File: config.mk
export PLATFORM = sky130hd
export DESIGN_NAME = inorder_rob
export DESIGN_NICKNAME = d
export VERILOG_FILES = /design/src/rtl/rob_pkg.sv /design/src/rtl/rob_slots.sv /design/src/rtl/rob_ptrs.sv /design/src/rtl/rob_retire.sv /design/src/rtl/inorder_rob.sv
export SDC_FILE = /design/constraint.sdc
export NUM_CORES = 1
export LEC_CHECK = 0
export BUFFER_PORTS_ARGS = -buffer_cell sky130_fd_sc_hd__buf_2
export CAP_MARGIN = 30
export CELL_PAD_IN_SITES_DETAIL_PLACEMENT = 1
export CELL_PAD_IN_SITES_GLOBAL_PLACEMENT = 1
export CORE_MARGIN = 5
export CORE_UTILIZATION = 24
export DETAILED_ROUTE_END_ITERATION = 12
export PLACE_DENSITY = 0.52
export SLEW_MARGIN = 0
export SYNTH_ARGS = -nofsm -noshare
export SYNTH_HDL_FRONTEND = slang
export SYNTH_HIERARCHICAL = 1
export SYNTH_SLANG_ARGS = --single-unit
File: constraint.sdc
create_clock -name clk -period 3.78 [get_ports clk]
set_clock_uncertainty 0.2 [all_clocks]
set_input_delay 0.378 -clock clk [delete_from_list [all_inputs] [get_ports clk]]
set_output_delay 0.378 -clock clk [all_outputs]
set_load 0.005 [all_outputs]
File: src/rtl/rob_pkg.sv
`timescale 1ns/1ps
package rob_pkg;
  typedef enum logic [1:0] {
    SLOT_FREE   = 2'd0,
    SLOT_ISSUED = 2'd1,
    SLOT_EXEC   = 2'd2,
    SLOT_DONE   = 2'd3
  } slot_state_e;
endpackage

File: src/rtl/rob_slots.sv
`timescale 1ns/1ps
module rob_slots
  import rob_pkg::*;
#(
  parameter int DEPTH = 8,
  localparam int TW = $clog2(DEPTH)
) (
  input  logic                  clk,
  input  logic                  rst_n,
  input  logic                  clear_i,
  input  logic [DEPTH-1:0]      release_i,
  input  logic                  alloc_we_i,
  input  logic [TW-1:0]         alloc_idx_i,
  input  logic                  alloc_store_i,
  input  logic                  start_we_i,
  input  logic [TW-1:0]         start_idx_i,
  input  logic                  fin_we_i,
  input  logic [TW-1:0]         fin_idx_i,
  input  logic                  fin_exc_i,
  output logic [DEPTH-1:0][1:0] state_o,
  output logic [DEPTH-1:0]      store_o,
  output logic [DEPTH-1:0]      exc_o
);
  for (genvar i = 0; i < DEPTH; i++) begin : g_slot
    slot_state_e st_q;
    logic        sto_q;
    logic        exc_q;
    logic        hit_alloc, hit_start, hit_fin, busy;

    assign hit_alloc = alloc_we_i && (alloc_idx_i == TW'(i));
    assign hit_start = start_we_i && (start_idx_i == TW'(i));
    assign hit_fin   = fin_we_i && (fin_idx_i == TW'(i));
    assign busy      = (st_q == SLOT_ISSUED) || (st_q == SLOT_EXEC);

    always_ff @(posedge clk or negedge rst_n) begin
      if (!rst_n) begin
        st_q  <= SLOT_FREE;
        sto_q <= 1'b0;
        exc_q <= 1'b0;
      end else if (clear_i || release_i[i]) begin
        st_q <= SLOT_FREE;
      end else if (hit_alloc) begin
        st_q  <= SLOT_ISSUED;
        sto_q <= alloc_store_i;
        exc_q <= 1'b0;
      end else if (hit_fin && busy) begin
        st_q  <= SLOT_DONE;
        exc_q <= fin_exc_i;
      end else if (hit_start && (st_q == SLOT_ISSUED)) begin
        st_q <= SLOT_EXEC;
      end
    end

    assign state_o[i] = st_q;
    assign store_o[i] = sto_q;
    assign exc_o[i]   = exc_q;
  end
endmodule

File: src/rtl/rob_ptrs.sv
`timescale 1ns/1ps
module rob_ptrs #(
  parameter int DEPTH = 8,
  localparam int TW = $clog2(DEPTH),
  localparam int CW = TW + 1
) (
  input  logic          clk,
  input  logic          rst_n,
  input  logic          clear_i,
  input  logic          push_i,
  input  logic [1:0]    pop_i,
  output logic [TW-1:0] head_o,
  output logic [TW-1:0] tail_o,
  output logic [CW-1:0] count_o
);
  logic [TW-1:0] head_q, tail_q;
  logic [CW-1:0] count_q;

  always_ff @(posedge clk or negedge rst_n) begin
    if (!rst_n) begin
      head_q  <= '0;
      tail_q  <= '0;
      count_q <= '0;
    end else if (clear_i) begin
      tail_q  <= head_q;
      count_q <= '0;
    end else begin
      head_q  <= head_q + TW'(pop_i);
      tail_q  <= tail_q + TW'(push_i);
      count_q <= count_q + CW'(push_i) - CW'(pop_i);
    end
  end

  assign head_o  = head_q;
  assign tail_o  = tail_q;
  assign count_o = count_q;
endmodule

File: src/rtl/rob_retire.sv
`timescale 1ns/1ps
module rob_retire
  import rob_pkg::*;
#(
  parameter int DEPTH = 8,
  localparam int TW = $clog2(DEPTH),
  localparam int CW = TW + 1
) (
  input  logic [TW-1:0]         head_i,
  input  logic [CW-1:0]         count_i,
  input  logic [DEPTH-1:0][1:0] state_i,
  input  logic [DEPTH-1:0]      store_i,
  input  logic [DEPTH-1:0]      exc_i,
  input  logic                  ret_ready_i,
  input  logic                  flush_i,
  output logic                  ret0_valid_o,
  output logic [TW-1:0]         ret0_tag_o,
  output logic                  ret1_valid_o,
  output logic [TW-1:0]         ret1_tag_o,
  output logic                  st_rel_o,
  output logic                  exc_valid_o,
  output logic [1:0]            pop_o,
  output logic [DEPTH-1:0]      release_o
);
  localparam logic [TW-1:0] ONE = TW'(1);

  logic [TW-1:0] idx0, idx1;
  logic          done0, done1, fire0, fire1;

  assign idx0  = head_i;
  assign idx1  = head_i + ONE;
  assign done0 = (count_i != '0) && (state_i[idx0] == SLOT_DONE);
  assign done1 = (count_i > CW'(1)) && (state_i[idx1] == SLOT_DONE);

  assign exc_valid_o  = !flush_i && done0 && exc_i[idx0];
  assign ret0_valid_o = !flush_i && done0 && !exc_i[idx0];
  assign ret1_valid_o = ret0_valid_o && done1 && !exc_i[idx1] && !store_i[idx1];
  assign ret0_tag_o   = idx0;
  assign ret1_tag_o   = idx1;

  assign fire0    = ret0_valid_o && ret_ready_i;
  assign fire1    = ret1_valid_o && ret_ready_i;
  assign st_rel_o = fire0 && store_i[idx0];
  assign pop_o    = {1'b0, fire0} + {1'b0, fire1};

  always_comb begin
    release_o = '0;
    if (fire0) release_o[idx0] = 1'b1;
    if (fire1) release_o[idx1] = 1'b1;
  end
endmodule

File: src/rtl/inorder_rob.sv
`timescale 1ns/1ps
module inorder_rob #(
  parameter int DEPTH = 8,
  localparam int TW = $clog2(DEPTH),
  localparam int CW = TW + 1
) (
  input  logic          clk,
  input  logic          rst_n,
  input  logic          flush,
  input  logic          alloc_valid,
  input  logic          alloc_is_store,
  output logic          alloc_ready,
  output logic [TW-1:0] alloc_tag,
  input  logic          start_valid,
  input  logic [TW-1:0] start_tag,
  input  logic          fin_valid,
  input  logic [TW-1:0] fin_tag,
  input  logic          fin_exc,
  input  logic          ret_ready,
  output logic          ret0_valid,
  output logic [TW-1:0] ret0_tag,
  output logic          ret1_valid,
  output logic [TW-1:0] ret1_tag,
  output logic          st_rel_valid,
  output logic [TW-1:0] st_rel_tag,
  output logic          exc_valid,
  output logic [TW-1:0] exc_tag
);
  logic [TW-1:0]         head_q, tail_q;
  logic [CW-1:0]         count_q;
  logic [DEPTH-1:0][1:0] slot_state;
  logic [DEPTH-1:0]      slot_store, slot_exc, release_mask;
  logic [1:0]            pop_n;
  logic                  push, clear_all;

  assign clear_all   = flush || exc_valid;
  assign alloc_ready = (count_q != CW'(DEPTH)) && !clear_all;
  assign push        = alloc_valid && alloc_ready;
  assign alloc_tag   = tail_q;
  assign exc_tag     = head_q;
  assign st_rel_tag  = ret0_tag;

  rob_ptrs #(.DEPTH(DEPTH)) u_ptrs (
    .clk     (clk),
    .rst_n   (rst_n),
    .clear_i (clear_all),
    .push_i  (push),
    .pop_i   (pop_n),
    .head_o  (head_q),
    .tail_o  (tail_q),
    .count_o (count_q)
  );

  rob_slots #(.DEPTH(DEPTH)) u_slots (
    .clk           (clk),
    .rst_n         (rst_n),
    .clear_i       (clear_all),
    .release_i     (release_mask),
    .alloc_we_i    (push),
    .alloc_idx_i   (tail_q),
    .alloc_store_i (alloc_is_store),
    .start_we_i    (start_valid),
    .start_idx_i   (start_tag),
    .fin_we_i      (fin_valid),
    .fin_idx_i     (fin_tag),
    .fin_exc_i     (fin_exc),
    .state_o       (slot_state),
    .store_o       (slot_store),
    .exc_o         (slot_exc)
  );

  rob_retire #(.DEPTH(DEPTH)) u_retire (
    .head_i       (head_q),
    .count_i      (count_q),
    .state_i      (slot_state),
    .store_i      (slot_store),
    .exc_i        (slot_exc),
    .ret_ready_i  (ret_ready),
    .flush_i      (flush),
    .ret0_valid_o (ret0_valid),
    .ret0_tag_o   (ret0_tag),
    .ret1_valid_o (ret1_valid),
    .ret1_tag_o   (ret1_tag),
    .st_rel_o     (st_rel_valid),
    .exc_valid_o  (exc_valid),
    .pop_o        (pop_n),
    .release_o    (release_mask)
  );
endmodule

# == After elaboration in Yosys (flattened, before gate mapping) ==
# Cells that the tools add are included.
# totals
register_bits,42
input_bits,15
word_cells,268
# classes
add_sub_neg,6
n_mux,68
bitwise_logic,9
n_reduce_logical,113
eq_ne,40
magnitude_cmp,5
# ops
cell,count
2-bit 2-to-1 mux,34
1-bit logical AND,55
3-bit equality test (second input constant),12
4-bit nonzero test,9
2-bit AND reduction,16
1-bit 2-to-1 mux,22
2-bit equality test (second input constant),10
3-bit by 2-bit equality test with 1-bit output (second input constant),6
1-bit logical OR,17
2-bit by 1-bit equality test with 1-bit output (second input constant),8
8-bit 2-to-1 mux,2
2-bit nonzero test,8
1-bit binary-select mux with 3-bit select,4
2-bit binary-select mux with 3-bit select,2
3-bit by 1-bit equality test with 1-bit output (second input constant),3
3-bit logical NOT,3
3-bit by 4-bit less-than comparator with 1-bit output (second input constant),2
1-bit inverter,8
8-bit OR,1
1-bit demux with 3-bit select,2
3-bit by 1-bit greater-or-equal comparator with 1-bit output (second input constant),2
1-bit logical NOT,5
4-bit by 1-bit adder with 4-bit output,1
4-bit by 1-bit greater-than comparator with 1-bit output (second input constant),1
other kinds (8),8

# == Depth between registers and ports, before layout ==
# logic_depth
depth_word,14
mapped_depth,15

# == Hierarchy ==
# Netlist, hierarchy kept.
# by_module_without_submodules
mod,area_per_inst_um2,cells_per_inst,instances
rob_slots,1875.5,188,1
rob_retire,877.1,119,1
rob_ptrs,559.3,50,1
inorder_rob,71.3,7,1

# == Worst setup path after synthesis ==
# No wires, ideal clock.
# synth_path
kind,register -> register
startpoint,register u_ptrs.head_q[1] (netlist: u_ptrs/head_o[1])
endpoint,register u_ptrs.count_q[2] (netlist: u_ptrs/count_o[2])
setup_time_ps,122
required_ps,3458
arrival_ps,3296
setup_slack_ps,162
stages_incl_launch_ff,16
cell_sequence,dfrtp_1 > ha_1 > buf_6 > xnor2_4 > inv_4 > mux4_2 > nor3b_2 > a32o_1 > and2_1 > ha_1 > ha_1 > inv_1 > ha_1 > fa_1 > xnor2_1 > nor2_1
# synth_via
word_cells_on_any_way,34
# synth_lines
item,line_no,text
from (decl),rob_ptrs.sv:16,"logic [TW-1:0] head_q, tail_q;"
from (signal assigned),rob_ptrs.sv:28,head_q <= head_q + TW'(pop_i);
3-bit by 1-bit adder with 3-bit output (*),rob_retire.sv:31,assign idx1 = head_i + ONE;
net ret1_tag[2],inorder_rob.sv:23,"output logic [TW-1:0] ret1_tag,"
2-bit binary-select mux with 3-bit select,rob_retire.sv:33,assign done1 = (count_i > CW'(1)) && (state_i[idx1] == SLOT_DONE);
2-bit 2-to-1 mux (implied by the code),rob_retire.sv:33,
2-bit equality test,rob_retire.sv:33,
1-bit logical AND,rob_retire.sv:33,
1-bit logical AND (2 in series),rob_retire.sv:37,assign ret1_valid_o = ret0_valid_o && done1 && !exc_i[idx1] && !store_i[idx1];
1-bit logical AND (*),rob_retire.sv:37,
1-bit logical AND (*),rob_retire.sv:42,assign fire1 = ret1_valid_o && ret_ready_i;
1-bit by 1-bit adder with 2-bit output (*),rob_retire.sv:44,"assign pop_o = {1'b0, fire0} + {1'b0, fire1};"
net pop_n[0],inorder_rob.sv:33,logic [1:0] pop_n;
4-bit by 2-bit subtractor with 4-bit output (*),rob_ptrs.sv:30,count_q <= count_q + CW'(push_i) - CW'(pop_i);
4-bit 2-to-1 mux (*),rob_ptrs.sv:24,end else if (clear_i) begin
to (signal assigned),rob_ptrs.sv:30,
to (decl),rob_ptrs.sv:17,logic [CW-1:0] count_q;
# The timed path passes the listed nets; every way through them passes the cells marked *. The select of a mux whose other input is x is not followed.
# A chain may end at the register's enable or synchronous reset.

# == Worst setup path after layout ==
# layout_path
startpoint,register u_ptrs.head_q[0] (netlist: u_ptrs/head_o[0])
endpoint,register u_ptrs.count_q[1] (netlist: u_ptrs/count_o[1])
# layout_via
elab_chain_len,13
word_cells_on_any_way,34
# layout_rtl
item,line_no
branches (longest 10 deep; another with 3-bit by 1-bit adder with 3-bit output),n/a
1-bit by 1-bit adder with 2-bit output (*),rob_retire.sv:44
net pop_n[0],inorder_rob.sv:33
4-bit by 2-bit subtractor with 4-bit output (*),rob_ptrs.sv:30
4-bit 2-to-1 mux (*),rob_ptrs.sv:24
# Mark *: on every way through the listed nets, which the timed path passes. The select of a mux whose other input is x is not followed.

==> impl_metrics.csv <==
group,metric,value,unit
run_status,status,"finished clean",
cells_and_area,final_common_cell,"dfrtp_1",
clock_network,worstSkewPairLatency,0.29,ns
power,combPwrFrac,0.192,
floorplanning,rows,43,
power,p_int,898,uW
sta,finalCritPeriodShare,0.948,
synth,synth_ff_type,"dfrtp_1",
cells_and_area,final_layout_size_suffix_gt1_frac,0.269,
clock_network,cts.sinks,42,
cells_and_area,syn_to_final_growth,16.6,%
power,power.share.clock,0.397,
clock_network,clk_pin_slew,0.07,ns
detailed_routing,wirelength,11.1,mm
clock_network,cts_buffers,5,
cells_and_area,final_cell_mix,"41 x dfrtp_1, 40 x nor2_1, 34 x buf_2",
flow_run,drv_cap,0,
synth,syn_inst,364,
synth,yosysWarnings,6,
sta,slew_violations,0,
cells_and_area,post-route-util,0.285,
synth,synth_edf_count,0,
sta,slew_headroom,0.525,
power,power_leakage,1.59,nW
power,peakVddDrop,134,uV
floorplanning,io-pin-count,35,
detailed_routing,ant_nets,0,
global_routing,grt.overflow.total,0,
place,io_buffer_count,34,
power,p_sw,356,uW
critical_path,cp-end-kind,"register",
place,place_congestion,0.790,
critical_path,critPathKind,"reg -> reg",
floorplanning,die_area,16600,um2
sta,hold_slack,0.266,ns
synth,ys_seq_elements,42,
critical_path,required,3.75,ns
floorplanning,core_area,13800,um2
detailed_routing,drc_errors,0,
sta,rsz0062_at_grt,"false",
floorplanning,die_w,129,um
clock_network,cts_tree,"done",
cells_and_area,fin_nets,428,
detailed_routing,drtPass1Iterations,4,
detailed_routing,num_vias,2885,
clock_network,cts_root_buffer,"clkbuf_16",
critical_path,crit_arrival,3.55,ns
power,power_density,318,nW/um2
synth,synthArstFlopShare,1.00,
floorplanning,die_y,129,um
global_routing,grtUsageTotal,0.139,
sta,worst_slew_pin_slew,0.706,ns
synth,synth-seq-area-share,0.311,
power,sw_frac_of_total,0.284,
synth,synth_nets,399,
place,post-place-cells,561,
power,p_total,1.25,mW
critical_path,startpoint_type,"register",
place,placed_cell_area,3690,um2
synth,synth.distinct_cells,59,
sta,fin_tns_setup,0,ns
detailed_routing,drt-vias-per-instance,5.03,
place,place_ws,-0.0343,ns
global_routing,grt_pass1_vias,3020,
clock_network,cts_max_path_buffers,2,
critical_path,cp_max_fo,9,
min_path,hp-class,"in -> reg",
global_routing,grt_max_degree,41,
clock_network,htreeDepth,2,
cells_and_area,diodes,0,
cells_and_area,fin_cells,574,
sta,min_period,3.58,ns
place,hpwl,8.49,mm
global_routing,grt_pass1_wl,17.8,mm
global_routing,antenna_found_initial,0,
power,seqPwrFrac,0.411,
sta,setup_viol,0,
sta,max_clock_freq,279,MHz
synth,syn_area,3380,um2
sta,setup_ws,0.196,ns
floorplanning,initial_core_util,0.245,
detailed_routing,drt-wirelength-per-cell,19.4,um
cells_and_area,final_area,3950,um2
detailed_routing,drt_iter0_markers,106,
sta,hold_viol,0,
synth,syn_avg_cell_area,9.29,um2
## cells in the mapped netlist, types with 2 or more instances
library cell	n	area, um2
a21oi_1	10	50.1
nand4_1	5	31.3
nor4b_1	3	26.3
a311oi_1	2	17.5
o21a_1	2	15.0
mux2i_1	11	110
nor4_1	2	12.5
nand3_1	13	65.1
a31oi_1	6	37.5
nand2b_1	6	37.5
and3_1	2	12.5
clkbuf_1	2	7.51
o21ai_0	14	70.1
buf_2	7	35.0
and2_1	6	37.5
nor3_4	2	32.5
buf_6	2	22.5
nand2b_4	2	27.5
fa_1	2	40.0
inv_1	19	71.3
o32a_1	2	20.0
mux2_2	9	101
nor2_1	41	154
nor3b_2	3	37.5
nor2b_1	6	37.5
nand2_2	2	12.5
a211oi_1	10	75.1
a32o_1	6	60.1
dfrtp_1	42	1050
buf_4	23	173
mux4_2	6	135
nand2_1	22	82.6
o22ai_1	2	12.5
xnor2_1	3	26.3
a2111oi_2	3	45.0
ha_1	18	225
a21boi_0	4	30.0
nor3_1	23	115
## per-layer routing
| metal | track usage | share of wire | wire [um] | up-vias |
|---|---|---|---|---|
| met3 | 0.0212 | 0.054 | 606 | 9 |
| met1 | 0.197 | 0.47 | 5210 | 1459 |
| li1 | - | - | - | 1362 |
| met5 | 0 | 0 | 0 | - |
| met2 | 0.218 | 0.46 | 5140 | 55 |
| met4 | 0.0414 | 0.016 | 180 | 0 |
## power groups by stage
stage	sequential, mW	clock [mW]	combinational, mW
after detailed placement	0.523	0	0.237
after CTS	0.515	0.515	0.241
after floorplan	0.508	0	0.180
after global routing	0.521	0.534	0.269
final	0.515	0.498	0.240
after global placement	0.522	0	0.231
## area by class of cell
class,count,area [um2]
clock buffer,6,129
clock inverter,2,37.5
fill,1608,9880
inverter,22,88.8
multi-input combinational,266,2030
sequential,42,1050
tap,180,225
timing repair buffer,56,380
## path summary, 6_finish.rpt
check | startpoint | endpoint | slack (ns) | cells past startpoint
max | u_ptrs/head_o[0]$_DFFE_PN0N_ | u_ptrs/count_o[1]$_DFF_PN0_ | 0.20 | 13
min | start_tag[0] | u_slots/g_slot[7].st_q[1]$_DFFE_PN0P_ | 0.27 | 3
max reg2reg | u_ptrs/head_o[0]$_DFFE_PN0N_ | u_ptrs/count_o[1]$_DFF_PN0_ | 0.20 | 13
min reg2reg | u_slots/g_slot[4].exc_q$_DFFE_PN0P_ | u_slots/g_slot[4].exc_q$_DFFE_PN0P_ | 0.33 | 1
max in group asynchronous | rst_n | u_ptrs/head_o[0]$_DFFE_PN0N_ | 2.57 | 3
min in group asynchronous | rst_n | u_slots/g_slot[0].st_q[0]$_DFFE_PN0P_ | 0.32 | 2
## repair_timing
item	CTS	global route
pin swaps	1	2
resized for setup	1	6
endpoints found under the hold margin	11	0
hold buffers	1	0
setup buffers	2	1
cloned	0	1
setup endpoints to repair	2	3
## registers in the layout, indices dropped and copies added (netlist names)
name	flops
u_ptrs/count_o	4
u_ptrs/head_o	3
u_ptrs/tail_o	3
u_slots/g_slot.exc_q	8
u_slots/g_slot.st_q	16
u_slots/g_slot.sto_q	8
## worst max-delay path, cell delays in order, from the launching register on
cell	delay [ns]
dfrtp_2	0.45
ha_4	0.20
xnor2_4	0.21
inv_4	0.09
mux4_2	0.28
nor3b_2	0.17
a32o_1	0.25
and2_1	0.16
ha_1	0.31
ha_1	0.29
inv_1	0.06
ha_1	0.19
fa_2	0.44
nor2b_1	0.13
## kinds of logic (layout without fill, tap and decap cells)
logic type,after synthesis,after routing,synth area share
AND/OR/NAND/NOR,147,147,0.247
AO/OA/AOI/OAI,68,68,0.147
buffers and inverters,56,86,0.0958
flip-flops,42,42,0.311
multiplexers,26,26,0.102
adder cells (fa/ha/maj),20,20,0.0784
XOR/XNOR,5,5,0.0185
Note: power is estimated with default switching activity, not from simulation.
